### src/rtl/calgen_pkg.sv
package calgen_pkg;

  typedef enum logic [2:0] {
    ST_IDLE      = 3'd0,
    ST_SUPPLY_OK = 3'd1,
    ST_ARMED     = 3'd2,
    ST_RUN       = 3'd3,
    ST_DONE      = 3'd4,
    ST_FAULT     = 3'd5
  } cal_state_e;

  // total clocks in one complete burst
  function automatic int unsigned burst_clocks(int unsigned interval, int unsigned span_bits);
    return interval * (32'd1 << span_bits);
  endfunction

  // true when a count equals its last value before wrapping
  function automatic logic at_last(logic [31:0] cnt, logic [31:0] limit);
    return cnt == (limit - 32'd1);
  endfunction

endpackage

### src/rtl/calgen_interval_ctr.sv
module calgen_interval_ctr #(
  parameter int unsigned INTERVAL = 16
) (
  input  logic clk,
  input  logic rst_n,
  input  logic en,
  output logic tick
);
  import calgen_pkg::*;
  localparam int unsigned IW = (INTERVAL > 2) ? $clog2(INTERVAL) : 1;

  logic [IW-1:0] cnt;

  assign tick = en && at_last(32'(cnt), 32'(INTERVAL));

  always_ff @(posedge clk or negedge rst_n) begin
    if (!rst_n)   cnt <= '0;
    else if (!en) cnt <= '0;
    else if (tick) cnt <= '0;
    else          cnt <= cnt + 1'b1;
  end
endmodule

### src/rtl/calgen_span_ctr.sv
module calgen_span_ctr #(
  parameter int unsigned SPAN_BITS = 14
) (
  input  logic clk,
  input  logic rst_n,
  input  logic en,
  input  logic step,
  output logic carry
);
  logic [SPAN_BITS-1:0] cnt;

  assign carry = en && step && (&cnt);

  always_ff @(posedge clk or negedge rst_n) begin
    if (!rst_n)     cnt <= '0;
    else if (!en)   cnt <= '0;
    else if (step)  cnt <= cnt + 1'b1;
  end
endmodule

### src/rtl/calgen_arm_fsm.sv
module calgen_arm_fsm (
  input  logic                   clk,
  input  logic                   rst_n,
  input  logic                   supply_good,
  input  logic                   ref_good,
  input  logic                   release_lvl,
  input  logic                   disable_lvl,
  input  logic                   span_carry,
  output calgen_pkg::cal_state_e state
);
  import calgen_pkg::*;

  cal_state_e nxt;
  logic       go;

  assign go = release_lvl && !disable_lvl;

  always_comb begin
    nxt = state;
    case (state)
      ST_IDLE: begin
        if (ref_good)         nxt = ST_FAULT;
        else if (supply_good) nxt = ST_SUPPLY_OK;
      end
      ST_SUPPLY_OK: begin
        if (!supply_good)     nxt = ST_IDLE;
        else if (ref_good)    nxt = ST_ARMED;
      end
      ST_ARMED: begin
        if (!supply_good)     nxt = ST_IDLE;
        else if (!ref_good)   nxt = ST_SUPPLY_OK;
        else if (go)          nxt = ST_RUN;
      end
      ST_RUN: begin
        if (!supply_good)     nxt = ST_IDLE;
        else if (!ref_good)   nxt = ST_SUPPLY_OK;
        else if (!go)         nxt = ST_ARMED;
        else if (span_carry)  nxt = ST_DONE;
      end
      ST_DONE: begin
        if (!supply_good)     nxt = ST_IDLE;
        else if (!ref_good)   nxt = ST_SUPPLY_OK;
        else if (!release_lvl) nxt = ST_ARMED;
      end
      ST_FAULT: begin
        if (!supply_good && !ref_good) nxt = ST_IDLE;
      end
      default: nxt = ST_IDLE;
    endcase
  end

  always_ff @(posedge clk or negedge rst_n) begin
    if (!rst_n) state <= ST_IDLE;
    else        state <= nxt;
  end
endmodule

### src/rtl/calgen_startup.sv
module calgen_startup #(
  parameter int unsigned INTERVAL  = 16,
  parameter int unsigned SPAN_BITS = 14
) (
  input  logic clk,
  input  logic rst_n,
  input  logic supply_good_i,
  input  logic ref_good_i,
  input  logic release_i,
  input  logic disable_i,
  output logic cal_pulse_n_o,
  output logic busy_o,
  output logic done_o,
  output logic order_fault_o
);
  import calgen_pkg::*;

  cal_state_e state;
  logic       running;
  logic       interval_tick;
  logic       span_carry;
  logic       pulse_n_q;

  assign running = (state == ST_RUN);

  calgen_arm_fsm u_fsm (
    .clk         (clk),
    .rst_n       (rst_n),
    .supply_good (supply_good_i),
    .ref_good    (ref_good_i),
    .release_lvl (release_i),
    .disable_lvl (disable_i),
    .span_carry  (span_carry),
    .state       (state)
  );

  calgen_interval_ctr #(.INTERVAL(INTERVAL)) u_intv (
    .clk   (clk),
    .rst_n (rst_n),
    .en    (running),
    .tick  (interval_tick)
  );

  calgen_span_ctr #(.SPAN_BITS(SPAN_BITS)) u_span (
    .clk   (clk),
    .rst_n (rst_n),
    .en    (running),
    .step  (interval_tick),
    .carry (span_carry)
  );

  always_ff @(posedge clk or negedge rst_n) begin
    if (!rst_n) pulse_n_q <= 1'b1;
    else        pulse_n_q <= !interval_tick;
  end

  assign cal_pulse_n_o = pulse_n_q;
  assign busy_o        = running;
  assign done_o        = (state == ST_DONE);
  assign order_fault_o = (state == ST_FAULT);
endmodule

### config.mk
export PLATFORM = sky130hd
export DESIGN_NAME = calgen_startup
export DESIGN_NICKNAME = d
export VERILOG_FILES = /design/src/rtl/calgen_pkg.sv /design/src/rtl/calgen_interval_ctr.sv /design/src/rtl/calgen_span_ctr.sv /design/src/rtl/calgen_arm_fsm.sv /design/src/rtl/calgen_startup.sv
export SDC_FILE = /design/constraint.sdc
export NUM_CORES = 1
export LEC_CHECK = 0
export BUFFER_PORTS_ARGS = -buffer_cell sky130_fd_sc_hd__buf_2
export CAP_MARGIN = 20
export CORE_ASPECT_RATIO = 0.75
export CORE_UTILIZATION = 57
export DETAILED_ROUTE_END_ITERATION = 6
export PLACE_DENSITY = 0.77
export SLEW_MARGIN = 20
export SYNTH_ARGS = -nofsm -noshare
export SYNTH_HDL_FRONTEND = slang
export SYNTH_SLANG_ARGS = --single-unit
export TNS_END_PERCENT = 30
### constraint.sdc
create_clock -name clk -period 2.5 [get_ports clk]
set_clock_uncertainty 0.1 [all_clocks]
set_input_delay 0.125 -clock clk [delete_from_list [all_inputs] [get_ports clk]]
set_output_delay 0.125 -clock clk [all_outputs]
set_load 0.01 [all_outputs]
==> summary.txt <==
Run status
  – Status: finished clean

Global routing
  – Total GRT Usage: 24.3%
  – Total global routing overflow: 0
  – Initial antenna violation count: 0
  – Pin count of the biggest net entering global routing: 23
  – First-pass GRT wire length: 3.97 mm
  – Vias in the first global route: 878

Power
  – Switching share of power: 33.6%
  – Power per cell area: 609 nW/um^2
  – Logic pwr share: 23.8%
  – Leak Pwr: 0.560 nW
  – Clock network fraction of total power: 20.8%
  – Internal: 0.521 mW
  – Seq pwr share: 55.5%
  – Switching pwr: 0.263 mW
  – Max VDD drop: 479 uV

Placed design
  – Number of I/O port buffers: 9
  – Post-DP HPWL: 1.71 mm
  – Routability Congestion: 0.967

Routing
  – Routed length per placed instance: 14.3 microns
  – DRT Wirelength: 2.32 mm
  – Detailed-route via count: 996
  – Average vias per placed instance: 6.15
  – Detailed-route DRC error count: 0
  – Pre-Repair DR Iteration Count: 4
  – DRT iter0 DRCs: 22
  – Routed Antenna Nets: 0

Yosys
  – Mean area per synthesized cell: 9.15 sq um
  – Syn Nets: 138
  – EDFF count, synth: 0
  – Top-count cell post-synth: dfrtp_1
  – Adder-cell share of the synthesized area: 2.10%
  – Synth Register Bits: 22
  – Multiplexer area fraction after synthesis: 0.841%
  – Post-synth top cells: dfrtp_1 (21), nor2_1 (17), nand2_1 (9)
  – Post-synthesis compound-gate area fraction: 11.6%
  – Synth Instances: 130
  – FFs w/ async S/R, synth: 100%
  – Syn. warnings: 0
  – Post-synthesis simple-gate area fraction: 28.6%
  – Top FF cell, synth: dfrtp_1
  – Yosys top cell area share: 44.2%
  – Most area-hungry cell type in the Yosys netlist: dfrtp_1
  – Synth cell types: 36
  – Largest family of logic cells by synthesized area: simple AND/OR/NAND/NOR gates
  – Synth area leaders: dfrtp_1 (44%), nor2_1 (5.4%), xor2_1 (4.4%), or3_1 (3.2%), a21oi_1 (2.9%)
  – Xor/xnor share of the synthesized area: 7.36%
  – Sequential element share of the synthesized area: 46.4%
  – Cell area after synthesis: 1190 sq um

Min path
  – Hold WC Path Type: primary input to flip-flop
  – Hold path startpoint: ref_good_i

Clock network
  – Later-pin clock latency in the skew report: 310 ps
  – Clock sinks: 22
  – Clk slew on worst S/H paths: 120 ps
  – Root Driver: clkbuf_4
  – TritonCTS clock tree: yes
  – CTS Buf Count: 3
  – Clk buf depth: 2
  – H-tree Lvls: 1

Finish
  – Nets: 149
  – Antenna Cells: 0
  – Fraction of layout cells with a size suffix above 1: 12.9%
  – Sequential cell area: 552 sq um
  – Area of the multi-input gates: 601 sq um
  – Fill cells: 141
  – Area grow syn2layout: 8.20%

Floorplan
  – Die width: 54.8 microns
  – Number of placement rows: 13
  – Core Footprint: 1840 sq um
  – Top Ports: 10
  – Die Y-Extent: 41.6 microns
  – Die area: 2280 sq um
  – Initial Utilization: 64.7%

Critical path
  – Worst Path Max Fanout: 7
  – Origin of the worst setup path: u_intv.cnt[0]
  – WP data required: 2610 ps
  – Crit-path max cell delay: 400 ps
  – Endpoint class of the critical path: flip-flop
  – Reg2Reg Launch Point: u_intv.cnt[0]
  – Kind of critical path: flip-flop to flip-flop
  – Reg2reg end: u_fsm.state[0]
  – Worst r2r path cells: 5
  – Crit path arrival time: 2110 ps
  – Worst Setup EP: u_fsm.state[0]
  – CP Launch Type: flip-flop
  – FF-to-FF setup slack: 500 ps
  – Slowest cell on crit path: dfrtp_1
  – Cell Chain, Critical Path: ha_1 -> and4_2 -> nand3_2 -> o31a_1 -> o32a_1

Timing
  – Final worst path period share: 79.9%
  – Slew @ Worst Pin: 471 ps
  – # setup viols final: 0
  – Final worst path period need: 2000 ps
  – Normalized max-slew margin: 68.6%
  – Slew Viols, Final: 0
  – Setup TNS: 0 ps
  – Achievable frequency: 501 MHz
  – RSZ-0062 raised after global routing: false
  – Fin. Hold Viols: 0
  – Hold_ws: 53.4 ps

Flow run
  – Max Cap Viol: 0
==> per-layer routing <==
layer	GRT usage, %	wire (microns)	up-vias	part of all wire [%]
met3	6.59	121	2	5.2
met5	0	0	-	0
li1	-	-	488	-
met2	35.2	1090	25	47
met4	6.15	11	0	0.47
met1	35.6	1100	481	47
==> flip-flops by register name (all words and copies together) (netlist names) <==
register       cells
u_fsm.state        3
cal_pulse_n_o      1
u_intv.cnt         4
u_span.cnt        14
==> what timing repair did <==
| item | in CTS | in global routing |
|---|---|---|
| endpoints found under the setup margin | 0 | 0 |
| hold buffers | 1 | 0 |
| resized for setup | 0 | 0 |
| setup buffers | 0 | 0 |
| endpoints found under the hold margin | 21 | 0 |
==> cell type report <==
type                       instances  share of cell area (%)
multi-input combinational         98                    46.6
sequential                        22                    42.9
timing repair buffer              11                    4.86
tap                               22                    2.14
clock buffer                       4                    2.04
inverter                           5                    1.46
==> cell families (layout without fill, tap and decap cells) <==
| kind of cell | after synthesis | after routing |
|---|---|---|
| xor gates and xnor gates | 10 | 10 |
| muxes | 1 | 1 |
| adders and majority gates | 2 | 2 |
| DFF | 22 | 22 |
| and+or+nand+nor | 63 | 63 |
| AOI/OAI and AO/OA | 22 | 22 |
| buffers and inverters | 10 | 20 |
==> metrics by stage <==
step	setup slack [ps]	instances	util, %	power [mW]	instance area (sq um)
6_report	502	162	70.0	0.785	1290
3_5_place_dp	538	157	68.1	0.621	1250
4_1_cts	522	162	70.0	0.785	1290
2_1_floorplan	674	130	-	0.566	1190
5_1_grt	406	162	70.0	0.830	1290
3_3_place_gp	599	157	68.1	0.617	1250
==> how the worst min path moves through the flow <==
stage	to	slack [ps]	cells after the start
3_5_place_dp	u_span.cnt[10]	5	1
2_1_floorplan	u_fsm.state[0]	-270	0
6_report	u_fsm.state[2]	50	3
5_1_grt	u_fsm.state[2]	50	3
4_1_cts	u_fsm.state[2]	50	3
3_3_place_gp	u_span.cnt[13]	-3	1
==> power by group through the flow <==
stage	clock network, mW	registers, mW	logic, mW
after detailed placement	0	0.440	0.181
after global routing	0.181	0.442	0.207
final	0.163	0.435	0.186
after CTS	0.168	0.433	0.184
after global placement	0	0.439	0.178
after floorplan	0	0.393	0.174
==> critical path, delay by kind of cell (launching register included) <==
kind / cells / cell delay (ps)
AOI/OAI and AO/OA: 2 / 700
and+or+nand+nor: 2 / 450
DFF: 1 / 400
adders and majority gates: 1 / 270
==> cell usage in the layout (no fill, tap or decap) <==
cell type	synthesis	layout
clkbuf_1	5	1
and4_1	1	1
buf_4	0	1
and4_2	1	1
dfrtp_1	21	21
a31oi_1	1	1
o21ai_0	6	6
nor4_1	3	3
xnor2_1	4	4
or4_1	1	1
a22o_1	1	1
ha_1	2	2
nor3_1	4	4
nand3_1	7	7
nor4b_1	1	1
or3_4	1	1
nand4_1	3	3
clkbuf_4	0	3
o31a_1	1	1
nor2_1	17	17
a21oi_1	7	7
nor2b_1	2	2
xor2_1	6	6
nand4_2	1	1
or3_1	6	6
o22ai_1	1	1
dlygate4sd3_1	0	1
nand2_1	9	9
inv_1	5	5
a41o_1	1	1
o32a_1	1	1
buf_2	0	9
mux2i_1	1	1
nand3_2	1	1
a21o_1	1	1
o211ai_1	2	2
nand2b_1	2	2
and3_1	2	2
and2_1	1	1
dfstp_2	1	1
Power figures use the tool's default switching activity.
